`src/rtl/hs_pkg.sv`:
```
package hs_pkg;
  typedef enum logic [1:0] {
    REQ_SINGLE    = 2'b00,
    REQ_BURST     = 2'b01,
    REQ_FLUSH_ACK = 2'b10,
    REQ_RSVD      = 2'b11
  } req_kind_e;

  typedef enum logic [1:0] {
    ACK_SINGLE_DONE = 2'b00,
    ACK_BURST_DONE  = 2'b01,
    ACK_FLUSH_REQ   = 2'b10
  } ack_kind_e;

  typedef enum logic [1:0] {
    ST_RUN      = 2'b00,
    ST_FL_ISSUE = 2'b01,
    ST_FL_WAIT  = 2'b10
  } hs_state_e;

  typedef struct packed {
    logic final_flag;
    logic burst;
  } pend_ent_t;
endpackage

```
`src/rtl/hs_pend_queue.sv`:
```
module hs_pend_queue
  import hs_pkg::*;
#(
  parameter int DEPTH = 4
) (
  input  logic                             clk,
  input  logic                             rst_n,
  input  logic                             clear,
  input  logic                             push,
  input  pend_ent_t                        push_ent,
  input  logic                             pop,
  output pend_ent_t                        head_ent,
  output logic [$clog2(DEPTH+1)-1:0]       count,
  output logic                             full,
  output logic                             empty
);
  localparam int PW = (DEPTH > 1) ? $clog2(DEPTH) : 1;
  localparam int CW = $clog2(DEPTH + 1);

  pend_ent_t        slots [DEPTH];
  logic [PW-1:0]    wr_q, rd_q;
  logic [CW-1:0]    cnt_q;

  function automatic logic [PW-1:0] step(input logic [PW-1:0] p);
    return (p == PW'(DEPTH - 1)) ? '0 : p + PW'(1);
  endfunction

  for (genvar i = 0; i < DEPTH; i++) begin : g_slot
    always_ff @(posedge clk) begin
      if (push && !clear && wr_q == PW'(i)) slots[i] <= push_ent;
    end
  end

  always_ff @(posedge clk or negedge rst_n) begin
    if (!rst_n) begin
      wr_q  <= '0;
      rd_q  <= '0;
      cnt_q <= '0;
    end else if (clear) begin
      wr_q  <= '0;
      rd_q  <= '0;
      cnt_q <= '0;
    end else begin
      if (push) wr_q <= step(wr_q);
      if (pop)  rd_q <= step(rd_q);
      cnt_q <= cnt_q + CW'(push) - CW'(pop);
    end
  end

  assign head_ent = slots[rd_q];
  assign count    = cnt_q;
  assign full     = (cnt_q == CW'(DEPTH));
  assign empty    = (cnt_q == '0);

  assert_no_overflow_R2: assert property (@(posedge clk) disable iff (!rst_n)
    push |-> !full);
  assert_no_underflow_R6: assert property (@(posedge clk) disable iff (!rst_n)
    pop |-> !empty);
  assert_clear_empties_R7: assert property (@(posedge clk) disable iff (!rst_n)
    clear |=> empty);
endmodule

```
`src/rtl/hs_req_intake.sv`:
```
module hs_req_intake
  import hs_pkg::*;
(
  input  logic       clk,
  input  logic       rst_n,
  input  logic       req_valid,
  input  logic [1:0] req_kind,
  input  hs_state_e  state,
  input  logic       q_full,
  input  logic       flush_take,
  output logic       req_ready,
  output logic       push,
  output logic       flush_ack_seen
);
  logic fire;
  logic xfer_kind;

  assign req_ready      = (state == ST_RUN) ? !q_full : 1'b1;
  assign fire           = req_valid && req_ready;
  assign xfer_kind      = (req_kind == REQ_SINGLE) || (req_kind == REQ_BURST);
  assign push           = fire && (state == ST_RUN) && xfer_kind && !flush_take;
  assign flush_ack_seen = fire && (state == ST_FL_WAIT) && (req_kind == REQ_FLUSH_ACK);

  assert_push_needs_valid_R1: assert property (@(posedge clk) disable iff (!rst_n)
    push |-> req_valid);
endmodule

```
`src/rtl/hs_ack_ctrl.sv`:
```
module hs_ack_ctrl
  import hs_pkg::*;
(
  input  logic       clk,
  input  logic       rst_n,
  input  logic       done_req,
  input  logic       flush_cmd,
  input  logic       head_valid,
  input  logic       head_burst,
  input  logic       ack_ready,
  input  logic       flush_ack_seen,
  output logic       ack_valid,
  output logic [1:0] ack_kind,
  output logic       done_ready,
  output logic       flush_ready,
  output logic       flush_take,
  output logic       retire,
  output hs_state_e  state,
  output logic       flush_busy
);
  hs_state_e st_q;
  logic      ack_v_q;
  ack_kind_e ack_k_q;
  logic      ack_fire;
  logic      done_take;

  assign ack_fire    = ack_v_q && ack_ready;
  assign flush_ready = (st_q == ST_RUN) && !ack_v_q;
  assign flush_take  = flush_cmd && flush_ready;
  assign done_ready  = (st_q == ST_RUN) && head_valid && !ack_v_q && !flush_cmd;
  assign done_take   = done_req && done_ready;
  assign retire      = ack_fire && (st_q == ST_RUN);

  always_ff @(posedge clk or negedge rst_n) begin
    if (!rst_n) begin
      st_q    <= ST_RUN;
      ack_v_q <= 1'b0;
      ack_k_q <= ACK_SINGLE_DONE;
    end else begin
      unique case (st_q)
        ST_RUN: begin
          if (flush_take) begin
            st_q    <= ST_FL_ISSUE;
            ack_v_q <= 1'b1;
            ack_k_q <= ACK_FLUSH_REQ;
          end else if (done_take) begin
            ack_v_q <= 1'b1;
            ack_k_q <= head_burst ? ACK_BURST_DONE : ACK_SINGLE_DONE;
          end else if (ack_fire) begin
            ack_v_q <= 1'b0;
          end
        end
        ST_FL_ISSUE: begin
          if (ack_fire) begin
            ack_v_q <= 1'b0;
            st_q    <= ST_FL_WAIT;
          end
        end
        ST_FL_WAIT: begin
          if (flush_ack_seen) st_q <= ST_RUN;
        end
        default: st_q <= ST_RUN;
      endcase
    end
  end

  assign ack_valid  = ack_v_q;
  assign ack_kind   = ack_k_q;
  assign state      = st_q;
  assign flush_busy = (st_q != ST_RUN);

  assert_ack_hold_R5: assert property (@(posedge clk) disable iff (!rst_n)
    (ack_valid && !ack_ready) |=> (ack_valid && $stable(ack_kind)));
  assert_done_kind_R4: assert property (@(posedge clk) disable iff (!rst_n)
    (done_take && !flush_take) |=> (ack_valid && (ack_kind[0] == head_burst) && !ack_kind[1]));
endmodule

```
`src/rtl/periph_handshake_tracker.sv`:
```
module periph_handshake_tracker
  import hs_pkg::*;
#(
  parameter int MAX_PENDING = 4
) (
  input  logic                                 clk,
  input  logic                                 rst_n,
  input  logic                                 req_valid,
  input  logic [1:0]                           req_kind,
  input  logic                                 req_final,
  output logic                                 req_ready,
  output logic                                 ack_valid,
  output logic [1:0]                           ack_kind,
  input  logic                                 ack_ready,
  output logic                                 head_valid,
  output logic                                 head_burst,
  output logic                                 head_final,
  output logic [$clog2(MAX_PENDING+1)-1:0]     pending_cnt,
  input  logic                                 done_req,
  output logic                                 done_ready,
  output logic                                 retire_valid,
  output logic                                 retire_final,
  input  logic                                 flush_cmd,
  output logic                                 flush_ready,
  output logic                                 flush_busy
);
  hs_state_e state;
  pend_ent_t head_ent;
  pend_ent_t new_ent;
  logic      q_full, q_empty, push, retire, flush_take, flush_ack_seen;

  assign new_ent = '{final_flag: req_final, burst: req_kind[0]};

  hs_pend_queue #(.DEPTH(MAX_PENDING)) u_queue (
    .clk(clk), .rst_n(rst_n), .clear(flush_take), .push(push),
    .push_ent(new_ent), .pop(retire), .head_ent(head_ent),
    .count(pending_cnt), .full(q_full), .empty(q_empty)
  );

  hs_req_intake u_intake (
    .clk(clk), .rst_n(rst_n), .req_valid(req_valid), .req_kind(req_kind),
    .state(state), .q_full(q_full), .flush_take(flush_take),
    .req_ready(req_ready), .push(push), .flush_ack_seen(flush_ack_seen)
  );

  hs_ack_ctrl u_ack (
    .clk(clk), .rst_n(rst_n), .done_req(done_req), .flush_cmd(flush_cmd),
    .head_valid(head_valid), .head_burst(head_burst), .ack_ready(ack_ready),
    .flush_ack_seen(flush_ack_seen), .ack_valid(ack_valid), .ack_kind(ack_kind),
    .done_ready(done_ready), .flush_ready(flush_ready), .flush_take(flush_take),
    .retire(retire), .state(state), .flush_busy(flush_busy)
  );

  assign head_valid   = !q_empty;
  assign head_burst   = head_ent.burst;
  assign head_final   = head_ent.final_flag;
  assign retire_valid = retire;
  assign retire_final = head_ent.final_flag;

  assert_retire_on_ack_R6: assert property (@(posedge clk) disable iff (!rst_n)
    retire_valid |-> (ack_valid && ack_ready && head_valid));
endmodule

```
`config.mk`:
```
export PLATFORM = sky130hd
export DESIGN_NAME = periph_handshake_tracker
export DESIGN_NICKNAME = d
export VERILOG_FILES = /design/src/rtl/hs_pkg.sv /design/src/rtl/hs_pend_queue.sv /design/src/rtl/hs_req_intake.sv /design/src/rtl/hs_ack_ctrl.sv /design/src/rtl/periph_handshake_tracker.sv
export SDC_FILE = /design/constraint.sdc
export NUM_CORES = 1
export LEC_CHECK = 0
export CORE_ASPECT_RATIO = 0.9
export CORE_MARGIN = 2
export CORE_UTILIZATION = 40
export CTS_BUF_LIST = sky130_fd_sc_hd__clkbuf_4 sky130_fd_sc_hd__clkbuf_8
export DETAILED_ROUTE_END_ITERATION = 10
export GPL_ROUTABILITY_DRIVEN = 0
export PLACE_DENSITY = 0.75
export SYNTH_ARGS = -nofsm -noshare
export SYNTH_HDL_FRONTEND = slang
export SYNTH_SLANG_ARGS = --single-unit
```
`constraint.sdc`:
```
create_clock -name clk -period 3.7 [get_ports clk]
set_clock_uncertainty 0.1 [all_clocks]
set_input_delay 0.74 -clock clk [delete_from_list [all_inputs] [get_ports clk]]
set_output_delay 0.74 -clock clk [all_outputs]
set_load 0.05 [all_outputs]
```
; Word-level counts from Yosys, hierarchy flattened
; Memories as Yosys holds them, arrays and structs flattened.
; Cells that the tools add are included.
[word_totals]
ff_bits = 12
mem_bits_rw = 8
input_bits = 9
output_inout_bits = 15
elab_cells = 98
mem_count = 1
[mem_list]
columns = memory, depth, width, rd, rd_ports_with_merged_regs, write_ports, line_no
row1 = u_queue.slots, 4, 2, 1, 0, 1, hs_pend_queue.sv:20  ; pend_ent_t slots [DEPTH];
[classes]
add_sub_neg = 4
eq_ne = 12
n_mux = 36
reduce_logical = 39
[ops]
columns = cell, n
row1 = 2-bit two-way mux, 17
row2 = 1-bit logical AND, 19
row3 = 1-bit two-way mux, 16
row4 = "2-bit equality test, second input constant", 5
row5 = 2-bit nonzero test, 5
row6 = "2-bit by 1-bit equality test with 1-bit output, second input constant", 3
row7 = 2-bit zero test, 3
row8 = 2-bit one-hot mux with 3 select lines, 1
row9 = 2-bit OR reduction, 3
row10 = 1-bit zero test, 5
row11 = "2-bit by 1-bit adder with 2-bit output, second input constant", 2
row12 = "2-bit inequality test, second input constant", 2
row13 = 3-bit by 1-bit adder with 3-bit output, 1
row14 = "3-bit equality test, second input constant", 1
row15 = 3-bit zero test, 1
row16 = 3-bit two-way mux, 1
row17 = 3-bit AND reduction, 1
row18 = 3-bit by 1-bit subtractor with 3-bit output, 1
row19 = "2-bit by 1-bit inequality test with 1-bit output, second input constant", 1
row20 = 1-bit one-hot mux with 2 select lines, 1
row21 = 2-bit AND reduction, 1
row22 = 1-bit logical OR, 1

; Longest topological paths before layout
[logic_depth]
word_depth = 15
depth_mapped = 12
ltp_nobuf = 11

; Cells and area by module
; A second synthesis with hierarchy kept.
[hier_totals]
cells_unflattened = 88
hier_area_um2 = 1074.8
[modules_own_cells]
columns = mod, n_inst, cells_each, area_each_um2, seq_area_each_um2
row1 = hs_pend_queue, 1, 51, 743.2, 415.4
row2 = hs_ack_ctrl, 1, 29, 279.0, 125.1
row3 = hs_req_intake, 1, 6, 41.3, 0.0
row4 = periph_handshake_tracker, 1, 2, 11.3, 0.0

; Worst setup path after synthesis
; Ideal clock, no wire load.
[synth_path]
path_kind = register to output
from = reg u_ack.ack_v_q, in the netlist u_ack.ack_valid
to = out done_ready
arrival_time_ns = 2.694
required_ns = 2.860
slack_ns = 0.166
path_stages_with_launch = 4
n_path_buf = 0
path_cell_list = dfrtp_1 -> nor3_1 -> nand2_1 -> nor2_1
[synth_via]
elab_chain_cells = 3
[synth_lines]
columns = element, line_no
row1 = from (decl), hs_ack_ctrl.sv:22  ; logic ack_v_q;
row2 = from (signal assigned), hs_ack_ctrl.sv:37  ; ack_v_q <= 1'b0;
row3 = from (signal assigned), hs_ack_ctrl.sv:44  ; ack_v_q <= 1'b1;
row4 = from (signal assigned), hs_ack_ctrl.sv:47  ; ack_v_q <= 1'b1;
row5 = 1-bit zero test, hs_ack_ctrl.sv:30  ; assign done_ready = (st_q == ST_RUN) && head_valid && !ack_v_q && !flush_cmd;
row6 = 1-bit logical AND (2 in a row), hs_ack_ctrl.sv:30
row7 = to (decl), periph_handshake_tracker.sv:20  ; output logic done_ready,
; No other way between the ends.

; Worst setup path after layout
[layout_path]
from = in ack_ready
to = out retire_valid
[layout_via]
elab_chain_cells = 2
[layout_lines]
columns = element, line_no
row1 = from (decl), periph_handshake_tracker.sv:14  ; input logic ack_ready,
row2 = 1-bit logical AND, hs_ack_ctrl.sv:27  ; assign ack_fire = ack_v_q && ack_ready;
row3 = 1-bit logical AND, hs_ack_ctrl.sv:32  ; assign retire = ack_fire && (st_q == ST_RUN);
row4 = to (decl), periph_handshake_tracker.sv:21  ; output logic retire_valid,
; No other way between the ends.

==> run summary <==
IO Pins - 24
WL final - 2.00 mm
Avg WL per Cell - 14.3 um
Tot GR Track Use - 15.7%
largest net degree at the start of global routing - 13
grt peak-use layer - met2
distinct cell type count after synthesis - 30
Port Buffer Count - 23
Max Fclk - 0.309 GHz
post-synthesis xor/xnor area fraction - 0.814%
Fin Setup TNS - 0 ns
Seq/Total Area, Yosys - 50.2%
met3 GRT Util - 5.87%
status - complete, no violations
final instance area - 1360 um2
Synth Area in Simple Gates - 20.0%
TritonCTS Buffers - 3
initial antenna violation count - 0
clock latency on the worst-skew pair - 0.31 ns
CP endpoint kind - output pin
grt ovf - 0
Min-Delay Path Class - reg2reg
WP data required - 2.86 ns
Mapped Cells - 89
post-synthesis mux area share - 8.84%
WS Path Type - in2out
vias in the first global route - 751
DIE WIDTH - 58.7 um
area added between synthesis and finish - 26.0%
first-pass GRT wire length - 3.51 mm
hpwl dp - 1.57 mm
Starting Density - 42.9%
FF/Latch Area - 541 um2
Slew headroom - 60.0%
Die ar. - 3120 um2
cell area after synthesis - 1080 um2
detailed-route via count - 732
adder-cell share of the synthesized area - 10.0%
post-synthesis compound-gate area fraction - 4.53%
area occupied by multi-input gates - 475 um2
H-tree levels - 1
layout cell share with drive strength beyond 1 - 10.7%
Seq cells post-synth - 20
syn avg cell area - 12.1 um2
fin crit period - 3.24 ns
placement row count - 17
placed cells - 136
Root Driver - clkbuf_4
Startpoint Class - input pin
Final Non-Filler Cells - 140
Worst-Margin Slew - 0.599 ns
antenna viol nets, final - 0
main combinational cell family by area after synthesis - simple AND/OR/NAND/NOR gates
clk sinks - 20
Syn Nets - 106
Clock transition at path regs - 0.11 ns
Final Cycle Share - 87.5%
Post-DP Area - 1300 um2
vias per inst - 5.23
Post-route DRC - 0
met2 usage - 24.9%
n_diodes - 0
P per Cell Area - 923 nW/um2
Setup Buffers After CTS - 0
max-slew violation count - 0
M1 GR Usage - 20.2%
cts hold-fix bufs - 0
CP max FO - 4
DRT Pass-1 Iters - 6
nets - 130
Util after Layout - 54.0%
Setup-failing EPs final - 0
Core Region - 2510 um2
die height - 53.2 um
WHS Path Cells - 1
RSZ-0062 raised after global routing - false
peak supply drop - 641 uV
Synth warnings - 0
CTS tree - yes
R2R depth - 11
MaxCap Viol Count - 0
Fill cells - 211
P_leak - 0.576 nW
crit path DAT - 2.40 ns
maximum clock path buffer count - 2
final hold vios - 0
drt initial violations - 17
CTS resizes - 0
==> per-stage QoR <==
| stage | hold slack, ns | worst slack (ns) | total power [mW] |
|---|---|---|---|
| 5_1_grt | 0.425 | 0.427 | 1.34 |
| 3_3_place_gp | 0.362 | 0.437 | 1.06 |
| 3_5_place_dp | 0.372 | 0.326 | 1.08 |
| 6_report | 0.391 | 0.464 | 1.25 |
| 4_1_cts | 0.399 | 0.470 | 1.27 |
| 2_1_floorplan | 0.344 | 0.166 | 0.896 |
==> area by class of cell <==
cell class | instances | area share, %
clock buffers | 3 | 1.66
clock inverters | 1 | 2.21
inverters | 6 | 1.66
multi-input cells | 59 | 35.1
flip-flops and latches | 20 | 39.9
well taps | 28 | 2.58
repair buffers | 23 | 17.0
==> cells by family (layout without fill, tap and decap cells) <==
group,count (synthesis),count (layout)
simple gates,37,37
flops,20,20
compound gates,6,6
fa+ha+maj,8,8
buf+inv,10,33
mux,7,7
xor+xnor,1,1
==> cells in the mapped netlist <==
cell / count / area share, %
or3_1: 2 / 1.2
buf_4: 2 / 1.4
nand3_1: 2 / 0.93
a21o_1: 1 / 0.70
edfxtp_1: 8 / 22
a21oi_1: 1 / 0.46
nand2b_1: 2 / 1.2
mux2i_1: 5 / 4.7
nand2_1: 9 / 3.1
nor2_1: 7 / 2.4
nor2b_1: 1 / 0.58
a211oi_4: 1 / 1.9
or2_2: 1 / 0.58
o22ai_1: 1 / 0.58
buf_6: 2 / 2.1
and3_1: 4 / 2.3
o21ai_0: 2 / 0.93
inv_1: 6 / 2.1
mux4_2: 2 / 4.2
dfrtp_1: 12 / 28
and4bb_2: 1 / 1.2
nor4_2: 1 / 1.2
nand4_1: 1 / 0.58
nor3_1: 2 / 0.93
or4b_4: 1 / 1.3
nor4b_2: 1 / 1.4
xor2_1: 1 / 0.81
and2_1: 2 / 1.2
fa_1: 1 / 1.9
ha_1: 7 / 8.1
==> cell usage in the layout, fill, tap and decap left out, drive strengths merged <==
master	n
or3	2
nor3	2
fa	1
ha	7
or4b	1
nand2b	2
nor2	7
a21o	1
mux2i	5
nand3	2
a211oi	1
and3	4
o21ai	2
dfrtp	12
or2	1
nor4b	1
nand4	1
clkdlybuf4s50	23
xor2	1
nor2b	1
nand2	9
inv	6
clkbuf	3
edfxtp	8
and4bb	1
bufinv	1
a21oi	1
nor4	1
and2	2
o22ai	1
mux4	2
==> sequential cells by signal (all words and copies together), names as in the netlist <==
name / count
u_queue.slots: 8
u_queue.count: 3
u_ack.ack_valid: 1
u_queue.wr_q: 2
u_ack.ack_kind: 2
u_queue.rd_q: 2
u_ack.state: 2
==> power breakdown <==
group | internal [mW] | total (mW) | switching (mW)
Sequential | 0.294 | 0.387 | 0.0934
Clock | 0.110 | 0.178 | 0.0686
Combinational | 0.257 | 0.686 | 0.429
==> worst paths after layout <==
path / to / start / slack (ns)
min in group asynchronous: u_ack.ack_valid / rst_n / 0.68
worst max-delay path: retire_valid / ack_ready / 0.46
worst max register to register: u_queue.count[2] / u_ack.state[0] / 0.92
worst min register to register: u_ack.ack_kind[1] / u_ack.ack_kind[1] / 0.39
max in group asynchronous: u_ack.ack_kind[0] / rst_n / 2.46
worst min-delay path: u_ack.ack_kind[1] / u_ack.ack_kind[1] / 0.39
==> layer usage <==
metal | vias to the layer above | wire [um] | share of wire (%)
li1 | 355 | - | -
met1 | 352 | 898 | 45
met2 | 21 | 959 | 48
met3 | 4 | 119 | 6.0
met4 | 0 | 19 | 0.95
met5 | - | 0 | 0
==> worst max-delay path: stages <==
cell and delay, ns:
clkdlybuf4s50_1 0.50, and4bb_2 0.33, clkdlybuf4s50_1 0.83
(Power assumes the default switching activity.)
